===== config.mk =====
export PLATFORM = sky130hd
export DESIGN_NAME = evt_updown_counter
export DESIGN_NICKNAME = d
export VERILOG_FILES = /design/src/rtl/ucnt_pkg.sv /design/src/rtl/ucnt_edge.sv /design/src/rtl/ucnt_arb.sv /design/src/rtl/ucnt_core.sv /design/src/rtl/evt_updown_counter.sv
export SDC_FILE = /design/constraint.sdc
export NUM_CORES = 1
export LEC_CHECK = 0
export BUFFER_PORTS_ARGS = -buffer_cell sky130_fd_sc_hd__buf_2
export CAP_MARGIN = 20
export CELL_PAD_IN_SITES_DETAIL_PLACEMENT = 1
export CELL_PAD_IN_SITES_GLOBAL_PLACEMENT = 2
export CORE_MARGIN = 5
export CORE_UTILIZATION = 25
export DETAILED_ROUTE_END_ITERATION = 8
export HOLD_SLACK_MARGIN = 0.03
export PLACE_DENSITY = 0.75
export SLEW_MARGIN = 15
export SYNTH_ARGS = -nofsm -noshare
export SYNTH_HDL_FRONTEND = slang
export SYNTH_HIERARCHICAL = 1
export SYNTH_SLANG_ARGS = --single-unit
export TNS_END_PERCENT = 1

===== constraint.sdc =====
create_clock -name clk -period 4.2 [get_ports clk]
set_input_delay 0.21 -clock clk [delete_from_list [all_inputs] [get_ports clk]]
set_output_delay 0.21 -clock clk [all_outputs]
set_load 0.02 [all_outputs]

===== src/rtl/ucnt_pkg.sv =====
package ucnt_pkg;
  typedef enum logic [2:0] {
    OP_HOLD = 3'd0,
    OP_CLR  = 3'd1,
    OP_LOAD = 3'd2,
    OP_INC  = 3'd3,
    OP_DEC  = 3'd4
  } cnt_op_e;
endpackage


===== src/rtl/ucnt_edge.sv =====
module ucnt_edge #(
  parameter int LANES = 2
) (
  input  logic             clk,
  input  logic             rst,
  input  logic [LANES-1:0] lvl_i,
  output logic [LANES-1:0] rise_o
);
  // Each lane keeps the level it saw on the previous cycle.
  for (genvar g = 0; g < LANES; g++) begin : g_lane
    logic prev_q;
    always_ff @(posedge clk) begin
      if (rst) prev_q <= 1'b0;
      else     prev_q <= lvl_i[g];
    end
    assign rise_o[g] = lvl_i[g] & ~prev_q;
  end
endmodule


===== src/rtl/ucnt_arb.sv =====
module ucnt_arb
  import ucnt_pkg::*;
(
  input  logic    clear_i,
  input  logic    load_i,
  input  logic    up_i,
  input  logic    dn_i,
  output cnt_op_e op_o
);
  always_comb begin
    if (clear_i)            op_o = OP_CLR;
    else if (load_i)        op_o = OP_LOAD;
    else if (up_i && !dn_i) op_o = OP_INC;
    else if (dn_i && !up_i) op_o = OP_DEC;
    else                    op_o = OP_HOLD;
  end
endmodule


===== src/rtl/ucnt_core.sv =====
module ucnt_core
  import ucnt_pkg::*;
#(
  parameter int CNT_W = 16
) (
  input  logic             clk,
  input  logic             rst,
  input  cnt_op_e          op_i,
  input  logic [CNT_W-1:0] preset_i,
  output logic [CNT_W-1:0] count_o,
  output logic             target_o,
  output logic             floor_o
);
  localparam logic [CNT_W-1:0] MAX_V = {1'b0, {(CNT_W-1){1'b1}}};
  localparam logic [CNT_W-1:0] MIN_V = {1'b1, {(CNT_W-1){1'b0}}};

  logic [CNT_W-1:0] cnt_q, cnt_nxt;
  logic             tgt_q, flr_q;

  always_comb begin
    unique case (op_i)
      OP_CLR:  cnt_nxt = '0;
      OP_LOAD: cnt_nxt = preset_i;
      OP_INC:  cnt_nxt = (cnt_q == MAX_V) ? cnt_q : cnt_q + 1'b1;
      OP_DEC:  cnt_nxt = (cnt_q == MIN_V) ? cnt_q : cnt_q - 1'b1;
      default: cnt_nxt = cnt_q;
    endcase
  end

  // Flags are taken from the value the count register is about to hold.
  always_ff @(posedge clk) begin
    if (rst) begin
      cnt_q <= '0;
      tgt_q <= ($signed(preset_i) <= $signed({CNT_W{1'b0}}));
      flr_q <= 1'b1;
    end else begin
      cnt_q <= cnt_nxt;
      tgt_q <= ($signed(cnt_nxt) >= $signed(preset_i));
      flr_q <= cnt_nxt[CNT_W-1] | (cnt_nxt == '0);
    end
  end

  assign count_o  = cnt_q;
  assign target_o = tgt_q;
  assign floor_o  = flr_q;
endmodule


===== src/rtl/evt_updown_counter.sv =====
module evt_updown_counter
  import ucnt_pkg::*;
#(
  parameter int CNT_W = 16
) (
  input  logic             clk,
  input  logic             rst,
  input  logic             inc_evt,
  input  logic             dec_evt,
  input  logic             clear,
  input  logic             load,
  input  logic [CNT_W-1:0] preset,
  output logic [CNT_W-1:0] count,
  output logic             at_target,
  output logic             at_floor
);
  localparam int LANES = 2;

  logic [LANES-1:0] rise;
  cnt_op_e          op;

  ucnt_edge #(.LANES(LANES)) u_edge (
    .clk    (clk),
    .rst    (rst),
    .lvl_i  ({dec_evt, inc_evt}),
    .rise_o (rise)
  );

  ucnt_arb u_arb (
    .clear_i (clear),
    .load_i  (load),
    .up_i    (rise[0]),
    .dn_i    (rise[1]),
    .op_o    (op)
  );

  ucnt_core #(.CNT_W(CNT_W)) u_core (
    .clk      (clk),
    .rst      (rst),
    .op_i     (op),
    .preset_i (preset),
    .count_o  (count),
    .target_o (at_target),
    .floor_o  (at_floor)
  );
endmodule


==> metrics.cfg <==
[run_status]
outcome=finished, final reports clean

[routing]
vias_per_cell=5.78
drt_iter0_markers=317
ant_nets=0
wirelength_um=10800
first_pass_iters=5
drcViolationCount=0
wl_per_cell_um=20.5
vias=3045

[die]
initial_utilization_pct=25.6
die_x_um=110
die_area_um2=12100
die_y_um=110
ios=40
core_um2=9770
rows=36

[global_route]
grt_overflow=0
antenna_found_initial=0
grt_max_degree=28
track_usage_pct=18.2
grt_pass1_wl_um=16900
grt_pass1_vias=3023

[timing]
setup_violations=0
finalHoldViolations=0
skew_ns=0.00325
setup_tns_ns=0
fin_crit_sh_pct=89.4
fmax_ghz=0.266
worst_slack_ns=0.444
rsz0062_at_grt=false
period_minus_slack_ns=3.76
worstMarginPinSlew_ns=0.667
maxSlewHeadroom_pct=55.5
drv_slew=0

[worst_setup_path]
cp_data_arrival_time_ns=3.91
path_max_fanout=9
critPathMaxStageDelay_ns=0.56
reg2regPathDepth=18
cpMaxStageDelayCell=or3b_2
startpoint=u_core/count_o[0]
path_cells=inv_1, ha_1, or3b_2, nor4_2, buf_4, or4_4, nor2_1, o21ai_0, and3_1, ha_1, a21oi_1, nor2b_1, o21ai_0, nand2b_1, a21oi_1, nor2b_1, o21ai_0, a31oi_1
required_ns=4.36
critPathKind=reg -> reg
cp-end-kind=flop
regToRegStartpoint=u_core/count_o[0]
cp-start-kind=flop
ff2ff_setup_slack_ns=0.44
crit_end=u_core/target_o
crit-reg2reg-capture=u_core/target_o
cpMostUsedCell=o21ai_0

[place]
dp_worst_setup_slack_ns=0.503
placedCellCount=523
port_buffers=39
hpwlAfterDp_um=8520
gp_congestion=0.909

[worst_hold_path]
worstHoldPathCells=2
hold_class=in -> reg

[layout]
area_delta_synth_final_pct=20.2
antennaDiodeCount=0
final_common_cell=buf_2
most-common-layout-cells=39 x buf_2, 31 x inv_1, 28 x nor2_1
nets=435
drive_gt1_share_pct=20.3
instances_no_fill=527

[synthesis]
syn_avg_cell_area_um2=7.02
synth_cells=356
yosys_most_used_dff=dfxtp_1
synth.distinct_cells=63
syn_area_um2=2500
synth-seq-area-share_pct=16.0
ys_seq_elements=20
syn-num-nets=396
synth-edff-count=0
synth-async-reset-ratio_pct=0
yosysWarnings=6

[clocking]
cts.hold.buffers_added=0
clkSlewWorstSetupHoldPaths_ns=0.09
htree_levels=1
post_cts_buffers=0
cts_sinks=20
clock_latency_ns=0.28
clock-root-buffer=clkbuf_8
cts_resized=0
cts_buffers=3
cts.path.max_buffers=2
tritoncts=built

[run]
maxCapViolations=0

[pwr]
vdd_drop_max_mv=0.103
p_leak_nw=1.28
p_per_area_nw_per_um2=244

## worst min path at each step
| stage | endpoint | slack (ns) | startpoint |
|---|---|---|---|
| after floorplan | u_edge/g_lane[0].prev_q | 0.28 | rst |
| after global placement | u_edge/g_lane[1].prev_q | 0.44 | dec_evt |
| after detailed placement | u_edge/g_lane[1].prev_q | 0.44 | dec_evt |
| after CTS | u_edge/g_lane[1].prev_q | 0.15 | dec_evt |
| after global routing | u_edge/g_lane[0].prev_q | 0.16 | inc_evt |
| final | u_edge/g_lane[1].prev_q | 0.15 | dec_evt |
## per-stage QoR
stage / utilization [%] / total power [mW] / hold WS, ns / area (um^2)
2_1_floorplan: - / 0.415 / 0.282 / 2500
3_3_place_gp: 30.0 / 0.521 / 0.438 / 2930
3_5_place_dp: 30.0 / 0.522 / 0.441 / 2930
4_1_cts: 30.7 / 0.737 / 0.146 / 3000
5_1_grt: 30.7 / 0.776 / 0.162 / 3000
6_report: 30.7 / 0.734 / 0.153 / 3000
## synth_stat cells, types with 4 or more instances
cell      count  share of area, %
dfxtp_1      20                16
ha_1         18               9.0
nor4_1        9               2.3
nor2b_1      15               3.8
nand4_1      13               3.3
nor3b_1       5               1.5
o22ai_1       4               1.0
or4_1         4               1.2
a31oi_1      10               2.5
nor3_1       14               2.8
inv_1        31               4.7
o221ai_1      4               1.4
nand2_1      15               2.3
o211ai_1      5               1.5
o21ai_0      19               3.8
xnor2_1       5               1.8
nand3_1      17               3.4
nor2_1       28               4.2
clkbuf_1     22               3.3
a21oi_1      20               4.0
and3_1        6               1.5
## worst max-delay path, delay by kind of cell, from the launching register on
kind | cells | cell delay (ns)
AO/OA/AOI/OAI | 6 | 0.84
adder cells (fa/ha/maj) | 2 | 0.51
buffers and inverters | 2 | 0.35
flip-flops | 1 | 0.40
AND/OR/NAND/NOR | 8 | 1.53
## cell families (layout without fill, tap and decap cells)
kind of cell	count (synthesis)	after routing	share of synthesized area [%]
DFF	20	20	16.0
AOI/OAI and AO/OA	93	93	25.5
muxes	3	3	1.20
adders and majority gates	18	18	9.01
and+or+nand+nor	157	157	37.0
buffers and inverters	58	96	8.86
xor gates and xnor gates	7	7	2.45
## state kept, by name, indices dropped and copies added (netlist names)
register / count
u_edge/g_lane.prev_q: 2
u_core/floor_o: 1
u_core/target_o: 1
u_core/count_o: 16
## power by group
| part | internal (mW) | switching (mW) |
|---|---|---|
| logic | 0.117 | 0.177 |
| clock network | 0.128 | 0.0844 |
| registers | 0.202 | 0.0261 |
## routing by layer
layer	GRT usage, %	wire, um	vias to the layer above
met5	0	0	-
met4	5.70	248	0
met3	2.50	710	19
met1	24.6	4870	1475
li1	-	-	1416
met2	29.9	4970	135
## layout make-up
| class | count | area [um^2] |
|---|---|---|
| repair buffers | 61 | 360 |
| inverters | 31 | 116 |
| multi-input cells | 278 | 1890 |
| flip-flops and latches | 20 | 400 |
| clock buffers | 3 | 41.3 |
| fillers | 1248 | 6770 |
| well taps | 133 | 166 |
| clock inverters | 1 | 30.0 |
Note: power is estimated with default switching activity, not from simulation.
